<file path="config.mk">
export PLATFORM = sky130hd
export DESIGN_NAME = dio_read_target
export DESIGN_NICKNAME = d
export VERILOG_FILES = /design/src/rtl/dio_read_target.sv
export SDC_FILE = /design/constraint.sdc
export NUM_CORES = 1
export LEC_CHECK = 0
export BUFFER_PORTS_ARGS = -buffer_cell sky130_fd_sc_hd__buf_2
export CELL_PAD_IN_SITES_DETAIL_PLACEMENT = 0
export CELL_PAD_IN_SITES_GLOBAL_PLACEMENT = 1
export CORE_MARGIN = 5
export CORE_UTILIZATION = 40
export DETAILED_ROUTE_END_ITERATION = 7
export PLACE_DENSITY = 0.77
export REMOVE_ABC_BUFFERS = 1
export SYNTH_ARGS = -nofsm -noshare
export SYNTH_HDL_FRONTEND = slang
export SYNTH_SLANG_ARGS = --single-unit
</file>
<file path="constraint.sdc">
create_clock -name sclk -period 4.8 [get_ports sclk]
set_input_delay 0.24 -clock sclk [delete_from_list [all_inputs] [get_ports sclk]]
set_output_delay 0.24 -clock sclk [all_outputs]
set_load 0.03 [all_outputs]
</file>
<file path="src/rtl/dio_read_target.sv">
module dio_read_target #(
  parameter int          ADDR_W   = 24,
  parameter logic [7:0]  CMD_CODE = 8'hBB,
  parameter logic [3:0]  CONT_TAG = 4'hA
) (
  input  logic              sclk,
  input  logic              rst_n,
  input  logic              cs_n,
  input  logic [1:0]        io_in,
  output logic [1:0]        io_out,
  output logic              io_oe,
  output logic [ADDR_W-1:0] mem_addr,
  input  logic [7:0]        mem_rdata,
  input  logic              cm_clear
);
  localparam int APAIRS = ADDR_W / 2;
  localparam int CW     = ($clog2(APAIRS) > 3) ? $clog2(APAIRS) : 3;

  typedef enum logic [2:0] {S_IDLE, S_CMD, S_ADDR, S_MODE, S_DATA, S_SKIP} st_t;

  st_t               st;
  logic [CW-1:0]     cnt;
  logic [6:0]        cmd_q;
  logic [5:0]        mode_q;
  logic [ADDR_W-1:0] addr;
  logic [7:0]        dbyte;
  logic [1:0]        dcnt;
  logic              cont;

  logic [7:0] cmd_next, mode_next, dshift;
  assign cmd_next  = {cmd_q, io_in[0]};
  assign mode_next = {mode_q, io_in};
  assign dshift    = dbyte << {dcnt, 1'b0};

  assign io_out   = dshift[7:6];
  assign io_oe    = (st == S_DATA) && !cs_n;
  assign mem_addr = addr;

  always_ff @(posedge sclk or negedge rst_n) begin
    if (!rst_n) begin
      st     <= S_IDLE;
      cnt    <= '0;
      cmd_q  <= '0;
      mode_q <= '0;
      addr   <= '0;
      dbyte  <= '0;
      dcnt   <= '0;
      cont   <= 1'b0;
    end else begin
      if (cs_n) begin
        st  <= S_IDLE;
        cnt <= '0;
      end else begin
        case (st)
          S_IDLE: begin
            cnt <= CW'(1);
            if (cont) begin
              addr <= {addr[ADDR_W-3:0], io_in};
              st   <= S_ADDR;
            end else begin
              cmd_q <= cmd_next[6:0];
              st    <= S_CMD;
            end
          end
          S_CMD: begin
            cmd_q <= cmd_next[6:0];
            if (cnt == CW'(7)) begin
              cnt <= '0;
              st  <= (cmd_next == CMD_CODE) ? S_ADDR : S_SKIP;
            end else begin
              cnt <= cnt + 1'b1;
            end
          end
          S_ADDR: begin
            addr <= {addr[ADDR_W-3:0], io_in};
            if (cnt == CW'(APAIRS - 1)) begin
              cnt <= '0;
              st  <= S_MODE;
            end else begin
              cnt <= cnt + 1'b1;
            end
          end
          S_MODE: begin
            mode_q <= mode_next[5:0];
            if (cnt == CW'(3)) begin
              cnt   <= '0;
              cont  <= (mode_next[7:4] == CONT_TAG);
              dbyte <= mem_rdata;
              addr  <= addr + 1'b1;
              dcnt  <= '0;
              st    <= S_DATA;
            end else begin
              cnt <= cnt + 1'b1;
            end
          end
          S_DATA: begin
            if (dcnt == 2'd3) begin
              dbyte <= mem_rdata;
              addr  <= addr + 1'b1;
            end
            dcnt <= dcnt + 1'b1;
          end
          default: ;
        endcase
      end
      if (cm_clear) cont <= 1'b0;
    end
  end
endmodule

</file>
Word-level counts from Yosys, hierarchy flattened --
Cells that the tools add are included.
Storage, ports and cells: register bits after elaboration 55, bits of input ports 14, output and inout port bits 27
Operators by class: add/sub/neg operators 3, equality and inequality tests 18, shift-type cells 1, mux-type cells 27, bitwise logic cells 1, reduce and logical (&&, ||, !) cells 16
Operators with widths (count):
- one-hot mux 24 bit (4 select lines) | 1
- two-way mux 24 bit | 3
- adder 24 x 1 -> 24 bit, second input constant | 1
- two-way mux 4 bit | 4
- two-way mux 8 bit | 2
- one-hot mux 4 bit (4 select lines) | 1
- one-hot mux 8 bit (2 select lines) | 1
- two-way mux 3 bit | 5
- one-hot mux 7 bit (2 select lines) | 1
- one-hot mux 3 bit (4 select lines) | 1
- != test 3 bit, second input constant | 3
- AND reduction 3 bit | 3
- == test 4 bit, second input constant | 2
- == test 8 bit, second input constant | 1
- AND reduction 4 bit | 2
- nonzero test 2 bit | 4
- << shifter 8 x 3 -> 8 bit | 1
- two-way mux 7 bit | 1
- == test 3 x 2 -> 1 bit, second input constant | 2
- != test 2 bit, second input constant | 3
- AND reduction 5 bit | 1
- nonzero test 5 bit | 1
- adder 4 x 1 -> 4 bit, second input constant | 1
- == test 4 x 2 -> 1 bit, second input constant | 1
- 15 further kinds | 20

Logic depth before layout (Yosys ltp) --
Gate-level depths: netlist (run 1).
depth in word-level cells 5, depth in mapped cells 8

Worst setup path after synthesis (run 1) --
OpenSTA, ideal clock, no wires.
kind reg2reg, start point register addr[0] (netlist: mem_addr[0]), end point register addr[18] (netlist: mem_addr[18]), arrival time 1.836 ns, data required time 4.714 ns, path slack 2.878 ns, stages on the path, launching flop included 7, buffers on the path 0, period minus slack after synthesis 1.922 ns, cell sequence dfrtp_1 ha_1 nand4_1 or4_1 nand2_1 a21oi_1 nor3_1
On the way: word-level cells in the longest chain between the ends 3, elaborated cells on any way between the ends 4, classes of those cells add/sub: 1; mux: 3
RTL lines:
- start: declaration | RTL line 25 | logic [ADDR_W-1:0] addr;
- start signal: assignment | RTL line 58 | addr <= {addr[ADDR_W-3:0], io_in};
- start signal: assignment | RTL line 75 | addr <= {addr[ADDR_W-3:0], io_in};
- start signal: assignment | RTL line 89 | addr <= addr + 1'b1;
- adder 24 x 1 -> 24 bit * | RTL line 89, 99
- two-way mux 24 bit (on tied branches) | RTL line 97, 85
- one-hot mux 24 bit (4 select lines) * | RTL line 54 | case (st)
Every way passes the cells marked *; elsewhere a longest branch is shown, timed or not. The select of a mux whose other input is x is not followed. A chain may end at the register's enable or synchronous reset.

Worst setup path in the final report (run 1) --
start point register st[0], end point register addr[17] (netlist: mem_addr[17])
On the way: word-level cells in the longest chain between the ends 3, elaborated cells on any way between the ends 10, classes of those cells eq/ne: 6; mux: 1; reduce/logical: 3
RTL lines:
- start: declaration | RTL line 21 | st_t st;
- start signal: assignment | RTL line 69 | st <= (cmd_next == CMD_CODE) ? S_ADDR : S_SKIP;
- == test 3 x 2 -> 1 bit, or another cell as far along | RTL line 54
- != test 2 bit (no source line), or another cell as far along
- AND reduction 5 bit (no source line)
Several ways; a longest one is shown, not always the timed one.

==> results.ini, run 1 <==
[outcome]
status=complete, no violations

[logic_synthesis]
yosysTopAreaCell=dfrtp_1
seq_area_frac_synth_pct=43.9
ys_types=59
ys_warn_count=0
synth_edf_count=0
synth_area_sq_um=3140
async_flop_share_pct=100
ys.flop_type=dfrtp_1
netlist_top_cells_count=dfrtp_1 (55), a21oi_1 (39), nand2_1 (29)
synth.most_common_cell=dfrtp_1
syn_avg_cell_area_sq_um=9.47
ys_top_cells_by_area=dfrtp_1 (44%), mux2_2 (7.9%), a21oi_1 (6.2%), o21ai_0 (3.8%), nand2_1 (3.5%)
syn_inst=331
yosys_register_bits=55
synth_top_area_share_pct=43.9

[worst_setup_path]
start_kind=register
cp_data_required_time_ps=4980
r2r_start=st[0]
rrSetupSlack_ps=2070
r2r-end=mem_addr[17]
crit_path_end_kind=register
cp_data_arrival_time_ps=2910
cp_max_fo=27
path_class=register to register
rr_worst_depth=5

[pwr]
power_w=0.00228
cellPowerDensity_nw_per_um2=660
peakVddDrop_uv=306
p_leak_nw=1.41

[route]
dr_total_vias=2687
drtPass1Iterations=4
drt_iter0_markers=185
wl_per_cell_um=16.3
antenna_left=0
routed_wl_um=7500
drc=0
via_per_inst=5.84

[timing]
slew_headroom_pct=20.2
rsz0062_at_grt=false
min_period_over_period_pct=56.9
hold_slack_ps=47.3
report.final.hold_viol_count=0
worst_pin_slew_ps=1200
final-setup-viol-count=0
max_clock_freq_mhz=366
fin_worst_skew_ps=11.5
drv_slew=0
fin_crit_ps=2730
setup-tns-final_ps=0

[clock_network]
holdBufCountCts=0
cts_root_buffer=clkbuf_8
cts_tree=done
cts.repair.resized=0
cts_buffers=5
post-cts-setup-buffer-count=0
h-tree-depth=2
clk_pin_slew_worst_paths_ps=110
clk_path_buf_depth=2
insertion_delay_ps=310
cts_num_sinks=55

[place]
place_congestion=0.792
dp_hpwl_um=5130
port_buffers=40
dpl_cell_area_sq_um=3360

[global_route]
grtUsageTotal_pct=15.5
grt_start_max_net_pins=56
grt_overflow=0
antenna_found_initial=0
grt_pass1_vias=2526
grt_pass1_wl_um=12600

[finish]
fill_cells=760
finalNetCount=374
final_core_util_pct=45.0
drive_gt1_share_pct=23.7
seq_area_sq_um=1380
diodes=0
area_growth_syn_to_layout_pct=10.2
multi_input_area_sq_um=1610
fin_area_sq_um=3460

[die]
die_h_um=98.5
ios=41
design.core.area_sq_um=7690
initial_core_util_pct=40.8
placementRows=32
die_width_um=98.5
dieArea_sq_um=9710

[min_path]
hold_class=input port to async pin

[run]
cap_viol_max_count=0

-- how the worst max path moves through the flow --
stage	startpoint	endpoint	slack (ps)	cells past startpoint
after floorplan	st[0]	mem_addr[17]	2530	5
after global placement	st[1]	mem_addr[17]	2250	5
after detailed placement	st[0]	mem_addr[17]	2160	5
after CTS	st[1]	mem_addr[17]	2140	5
after global routing	st[1]	mem_addr[13]	1800	5
final	st[0]	mem_addr[17]	2070	5
-- logic make-up (layout without fill, tap and decap cells) --
group | after synthesis | after routing | share of synthesized area, %
buf+inv | 31 | 58 | 4.67
compound gates | 108 | 108 | 21.9
flops | 55 | 55 | 43.9
simple gates | 109 | 109 | 18.7
mux | 25 | 25 | 9.66
fa+ha+maj | 3 | 3 | 1.20
-- area by class of cell --
type | instances | area share [%]
inverters | 8 | 0.869
well taps | 102 | 3.69
clock inverters | 3 | 0.724
multi-input cells | 245 | 46.7
flip-flops and latches | 55 | 39.8
clock buffers | 5 | 1.99
repair buffers | 42 | 6.23
-- critical path, cell delays in order (launching register included) --
cell	delay (ps)
dfrtp_1	660
nor2b_1	270
a22o_1	800
nand3_1	380
o32ai_1	370
a21oi_1	100
-- per-stage QoR --
step | cells | worst slack (ps)
floorplan | 308 | 2530
global placement | 452 | 2250
CTS | 460 | 2140
global route | 460 | 1800
finish | 460 | 2070
detailed placement | 452 | 2160
-- layout by cell type, fill, tap and decap left out, types with 5 or more instances in the layout --
cell / instances
nand2_1: 29
clkbuf_8: 5
mux2_2: 22
a31oi_1: 6
a21oi_1: 39
nand3_1: 13
inv_1: 7
nor3_1: 6
o21ai_0: 24
nor2_1: 24
dfrtp_1: 55
nand4_1: 9
buf_2: 40
-- where the power goes --
group / internal, W / leakage [nW] / switching, W
combinational: 0.000426 / 0.688 / 0.000634
clock: 0.000105 / 0.0443 / 0.000166
sequential: 0.000660 / 0.681 / 0.000291
-- state kept, by name, indices dropped and copies added (netlist names) --
register / cells
cmd_q: 7
cnt: 4
cont: 1
dbyte: 8
dcnt: 2
mem_addr: 24
mode_q: 6
st: 3
-- per-layer routing --
| layer | part of all wire, % | vias up | global-route usage, % | routed length (um) |
|---|---|---|---|---|
| met2 | 46 | 62 | 23.8 | 3420 |
| met5 | 0 | - | 0 | 0 |
| met4 | 0.76 | 0 | 3.15 | 57 |
| met1 | 49 | 1331 | 22.6 | 3650 |
| met3 | 5.0 | 6 | 3.40 | 373 |
| li1 | - | 1288 | - | - |
No activity file was read; power rests on OpenSTA's default activity.
==> inputs of run 2 (changes only) <==
ABC_AREA = 1   (was not set)
CORE_UTILIZATION = 37   (was 40)
PLACE_DENSITY = 0.79   (was 0.77)
clock period = 2.25 ns   (was 4.8 ns; I/O delays follow)
==> results.ini, run 2 <==
[run]
cap_viol_max_count=0  ; unchanged

[route]
drc=0  ; unchanged
dr_total_vias=3209  ; +19%
antenna_left=0  ; unchanged
drt_iter0_markers=115  ; -38%
drtPass1Iterations=4  ; unchanged
routed_wl_um=8470  ; +13%
wl_per_cell_um=13.0  ; -20%
via_per_inst=4.91  ; -16%

[global_route]
grt_pass1_vias=3184  ; +26%
grt_start_max_net_pins=30  ; -46%
antenna_found_initial=0  ; unchanged
grtUsageTotal_pct=15.7  ; +0.25 points
grt_overflow=0  ; unchanged
grt_pass1_wl_um=14900  ; +18%

[logic_synthesis]
syn_avg_cell_area_sq_um=6.70  ; -29%
seq_area_frac_synth_pct=41.0  ; -2.9 points
synth_area_sq_um=3360  ; +7.1%
async_flop_share_pct=100  ; unchanged
yosys_register_bits=55  ; unchanged
ys_top_cells_by_area=dfrtp_1 (41%), nand2_1 (18%), nand3_1 (10%), nor2_1 (7.5%), o21ai_0 (5.8%)
synth_compound_area_share_pct=9.09  ; -13 points
synth_mux_area_share_pct=0.671  ; -9.0 points
synth.most_common_cell=nand2_1
yosys.area_share.simple_pct=39.6  ; +21 points
ys.flop_type=dfrtp_1
synth_top_area_share_pct=41.0  ; -2.9 points
synth_xor_area_share_pct=0.261  ; +0.26 points
synth_top_family_by_area=simple AND/OR/NAND/NOR gates
syn_inst=501  ; +51%
ys_types=26  ; -56%
netlist_top_cells_count=nand2_1 (164), nand3_1 (67), nor2_1 (67)
synth_edf_count=0  ; unchanged
synthAdderAreaFrac_pct=1.12  ; -0.079 points
yosysTopAreaCell=dfrtp_1
ys_warn_count=0  ; unchanged

[clock_network]
cts_num_sinks=55  ; unchanged
cts_buffers=5  ; unchanged
cts_tree=done
h-tree-depth=2  ; unchanged
post-cts-setup-buffer-count=0  ; unchanged
cts_root_buffer=clkbuf_8
clk_pin_slew_worst_paths_ps=110  ; about the same
clk_path_buf_depth=2  ; unchanged
insertion_delay_ps=320  ; about the same

[worst_setup_path]
path_cells=inv_2 > nand3_1 > inv_2 > nand2_1 > nor2_1 > inv_1 > nand2_1 > nand2_1 > nand2_1 > nand2_1
cpLargestDelayFamily=simple AND/OR/NAND/NOR gates
cp_max_fo=11  ; -59%
cpMostUsedCell=nand2_1
crit_buf_inv=3  ; +3
rrSetupSlack_ps=420  ; -1640 ps
cp_data_arrival_time_ps=2040  ; -870 ps
path_class=register to register
cp_data_required_time_ps=2460  ; -2520 ps
start_kind=register
cpPeakStageDelay_ps=400  ; -400 ps
crit_path_end_kind=register
cp_slowest_cell=dfrtp_1

[die]
ios=41  ; unchanged
die_width_um=105  ; +6.8%
design.core.area_sq_um=8760  ; +14%
initial_core_util_pct=38.3  ; -2.5 points
placementRows=34  ; +6.3%
dieArea_sq_um=11100  ; +14%
die_h_um=105  ; +6.8%

[place]
dp_hpwl_um=6490  ; +27%
place_congestion=0.834  ; +5.3%
dp.cells=643  ; +42%
port_buffers=40  ; unchanged
dpl_cell_area_sq_um=3690  ; +9.6%

[finish]
final_core_util_pct=43.4  ; -1.6 points
fill_cells=942  ; +24%
drive_gt1_share_pct=11.7  ; -12 points
largest_register_ffs=24  ; unchanged
finalNetCount=561  ; +50%
final_common_cell=nand2_1
instances_no_fill=653  ; +42%
diodes=0  ; unchanged
area_growth_syn_to_layout_pct=13.3
fin_area_sq_um=3800  ; +10%
most-common-layout-cells=nand2_1 (164), nor2_1 (67), nand3_1 (67), dfrtp_1 (55), inv_1 (51)

[pwr]
p_leak_nw=1.86  ; +32%
cellPowerDensity_nw_per_um2=1270  ; +92%
peakVddDrop_uv=567  ; +86%

[timing]
rsz0062_at_grt=false
final-setup-viol-count=0  ; unchanged
drv_slew=0  ; unchanged
fin_crit_ps=1830  ; -905 ps
fin_worst_skew_ps=13.9  ; +2.37 ps
report.final.hold_viol_count=0  ; unchanged
min_period_over_period_pct=81.2  ; +24 points
slew_headroom_pct=56.2  ; +36 points
setup-tns-final_ps=0  ; unchanged
max_clock_freq_mhz=547  ; +50%
worst_pin_slew_ps=656  ; -541 ps
hold_slack_ps=24.2  ; -23.1 ps

[outcome]
status=complete, no violations

[min_path]
hold_class=input port to register

-- run 2: changes by cell type in the layout (fill, tap and decap cells not counted), moves of 15 or more --
| cell | delta |
|---|---|
| nand3_1 | +54 |
| mux2_2 | -20 |
| nor2_1 | +43 |
| inv_1 | +44 |
| o21ai_0 | +15 |
| nand2_1 | +135 |
| a21oi_1 | -34 |
-- run 2: what timing repair did --
action	CTS	global route
endpoints found under the hold margin	27	0
hold buffers	2	0
gates resized for setup	0	0
-- run 2: cell type report --
cell class	count	area, sq um	area share, %
Sequential cell	55	1380	36.2
Inverter	56	210	5.53
Timing Repair Buffer	48	278	7.30
Clock inverter	3	28.8	0.757
Tap cell	108	135	3.55
Multi-Input combinational cell	378	1710	44.9
Clock buffer	5	68.8	1.81
-- run 2: final timing paths --
check	from	end	cells after the start
max in group asynchronous	rst_n	mem_addr[6]	3
worst max register to register	st[2]	dbyte[1]	10
worst min register to register	dbyte[4]	dbyte[4]	2
min in group asynchronous	rst_n	dbyte[2]	2
worst max-delay path	st[2]	dbyte[1]	10
worst min-delay path	mem_rdata[2]	dbyte[2]	3
-- run 2: metrics by stage --
stage               setup slack, ps  power [W]
global placement                435    0.00420
detailed placement              449    0.00425
global route                    147    0.00531
finish                          423    0.00482
floorplan                      -697    0.00349
CTS                             410    0.00488
-- run 2: report_power, final --
| group | internal (W) | switching, W | total, W |
|---|---|---|---|
| Combinational | 0.000744 | 0.00161 | 0.00235 |
| Clock | 0.000232 | 0.000371 | 0.000603 |
| Sequential | 0.00139 | 0.000470 | 0.00186 |
-- run 2: worst reg2reg max path: stages (launching register included) --
cell and delay (ps):
dfrtp_1 400, inv_2 130, nand3_1 160, inv_2 100, nand2_1 210, nor2_1 200, inv_1 80, nand2_1 80
nand2_1 180, nand2_1 110, nand2_1 60
-- run 2: routing by layer --
layer / up-vias / track usage, % / part of all wire, %
met5: - / 0 / 0
met4: 0 / 3.56 / 1.1
met3: 7 / 3.06 / 4.9
met2: 68 / 24.7 / 44
met1: 1445 / 22.5 / 50
li1: 1689 / - / -
-- run 2: cells by family (layout without fill, tap and decap cells) --
kind of cell | after synthesis | in the layout
AO/OA/AOI/OAI | 57 | 57
XOR/XNOR | 1 | 1
adder cells (fa/ha/maj) | 3 | 3
buffers and inverters | 68 | 112
flip-flops | 55 | 55
multiplexers | 2 | 2
AND/OR/NAND/NOR | 315 | 315
==> inputs of run 3 (changes only) <==
ABC_AREA = 0   (was 1)
CORE_UTILIZATION = 40   (was 37)
PLACE_DENSITY = 0.77   (was 0.79)
clock period = 1.7 ns   (was 2.25 ns; I/O delays follow)
==> results.ini, run 3 (synthesis results as in run 1) <==
[outcome]
status=complete, but fails checks
violations=negative setup slack

[worst_setup_path]
cpMostUsedCell=a21oi_1
start_kind=register
cp_data_arrival_time_ps=2030  ; about the same
path_depth=7  ; -3
rrSetupSlack_ps=-70  ; -500 ps
crit_end=mem_addr[17]
path_class=register to register
crit_start=st[1]
r2r_start=st[1]
crit_path_end_kind=register
path_cells=or2_1 > or3_4 > buf_12 > nand2_8 > buf_6 > a21oi_1 > a21oi_1
r2r-end=mem_addr[17]
cp_slowest_cell=dfrtp_1
cp_max_fo=10  ; -1
crit_buf_inv=2  ; -1
cpLargestDelayFamily=simple AND/OR/NAND/NOR gates
cpPeakStageDelay_ps=440  ; +40 ps
cp_data_required_time_ps=1960  ; -500 ps
rr_worst_depth=7  ; -3

[global_route]
grt_start_max_net_pins=56  ; +87%
use_met1_pct=25.4  ; +2.8 points
grt_pass1_vias=3019  ; -5.2%
grt_pass1_wl_um=14600  ; -1.4%
gr-usage-met2_pct=28.8  ; +4.1 points
grtUsageTotal_pct=18.1  ; +2.3 points
use_met3_pct=3.54  ; +0.48 points
gr-max-usage-layer=met2
antenna_found_initial=0  ; unchanged
grt_overflow=0  ; unchanged

[run]
cap_viol_max_count=0  ; unchanged

[timing]
hold_slack_ps=20.4  ; -3.85 ps
setup-tns-final_ps=-874  ; -874 ps
slew_headroom_pct=79.2  ; +23 points
worst_pin_slew_ps=312  ; -344 ps
report.final.hold_viol_count=0  ; unchanged
min_period_over_period_pct=104  ; +23 points
rsz0062_at_grt=true
fin_crit_ps=1770  ; -53.3 ps
final-setup-viol-count=28  ; +28
setup_ws_ps=-74.1  ; -497 ps
max_clock_freq_mhz=564  ; +3.0%
fin_worst_skew_ps=11.4  ; -2.54 ps
drv_slew=0  ; unchanged

[finish]
largest_register_ffs=24  ; unchanged
drive_gt1_share_pct=44.8  ; +33 points
final_common_cell=buf_4
final_core_util_pct=59.2  ; +16 points
finalNetCount=469  ; -16%
most-common-layout-cells=buf_4 (71), dfrtp_1 (54), buf_2 (37), a21oi_1 (34), nand2_1 (29)
diodes=0  ; unchanged
area_growth_syn_to_layout_pct=45.1

[die]
die_h_um=98.5  ; -6.4%
initial_core_util_pct=40.8  ; +2.5 points
dieArea_sq_um=9710  ; -12%
placementRows=32  ; -5.9%
design.core.area_sq_um=7690  ; -12%
ios=41  ; unchanged
die_width_um=98.5  ; -6.4%

[clock_network]
cts_tree=done
insertion_delay_ps=330  ; about the same
h-tree-depth=2  ; unchanged
cts_root_buffer=clkbuf_8
clk_path_buf_depth=2  ; unchanged
cts_num_sinks=55  ; unchanged
cts_buffers=5  ; unchanged
clk_pin_slew_worst_paths_ps=120  ; about the same

[route]
routed_wl_um=8820  ; +4.1%
drtPass1Iterations=4  ; unchanged
drt_iter0_markers=167  ; +45%
antenna_left=0  ; unchanged
wl_per_cell_um=15.9  ; +23%
drc=0  ; unchanged
via_per_inst=5.51  ; +12%
dr_total_vias=3060  ; -4.6%

[place]
place_congestion=0.865  ; +3.8%
pre_cts_slack_ps=-91.7  ; -541 ps
port_buffers=40  ; unchanged
dp_hpwl_um=6080  ; -6.4%

[min_path]
hold_depth=2  ; -1
hold_class=input port to register

[pwr]
peakVddDrop_uv=806  ; +42%
power_w=0.00821  ; +70%
p_leak_nw=1.96  ; +5.3%
cellPowerDensity_nw_per_um2=1810  ; +42%

run 3: cell count changes in the layout (fill, tap and decap cells not counted), sizes merged, moves of 18 or more:
cell and delta:
buf +79, mux2 +20, nand3 -54, inv -47, nor2 -44, nand2 -135, o21ai -18, a21oi +34
run 3: power breakdown:
part,total (W),leakage (nW),internal [W],switching (W)
sequential,0.00232,0.680,0.00187,0.000448
clock,0.000811,0.0502,0.000307,0.000503
combinational,0.00508,1.23,0.00241,0.00267
total,0.00821,1.96,0.00459,0.00362
run 3: worst min path at each step:
stage | slack, ps | end | from
after global placement | 110 | cmd_q[5] | rst_n
after detailed placement | 110 | cmd_q[6] | rst_n
final | 20 | mode_q[1] | io_in[1]
after CTS | 30 | mode_q[1] | io_in[1]
after floorplan | -210 | cmd_q[0] | rst_n
after global routing | 10 | mode_q[1] | io_in[1]
run 3: through the flow:
stage	cell area [sq um]	std cells
final	4550	555
after global routing	4550	555
after CTS	4300	548
after detailed placement	3920	519
after global placement	3920	519
after floorplan	3020	308
run 3: area by class of cell:
cell class,count,area (sq um)
Clock inverter,3,28.8
Multi-Input combinational cell,246,1830
Clock buffer,5,68.8
Timing Repair Buffer,136,1090
Inverter,8,30.0
Fill cell,676,3140
Sequential cell,55,1380
Tap cell,102,128
run 3: layer usage:
layer  vias to the layer above  share of wire, %
li1                       1480                 -
met3                        14               5.1
met2                        77                47
met4                         0               1.5
met5                         -                 0
met1                      1489                46
run 3: timing repair:
action / CTS / global route
hold buffers: 10 / 0
gates resized for setup: 28 / 38
hold endpoints to repair: 64 / 0
cloned: 0 / 2
buffers inserted: 11 / 7
setup endpoints to repair: 31 / 41
pin swaps: 15 / 16
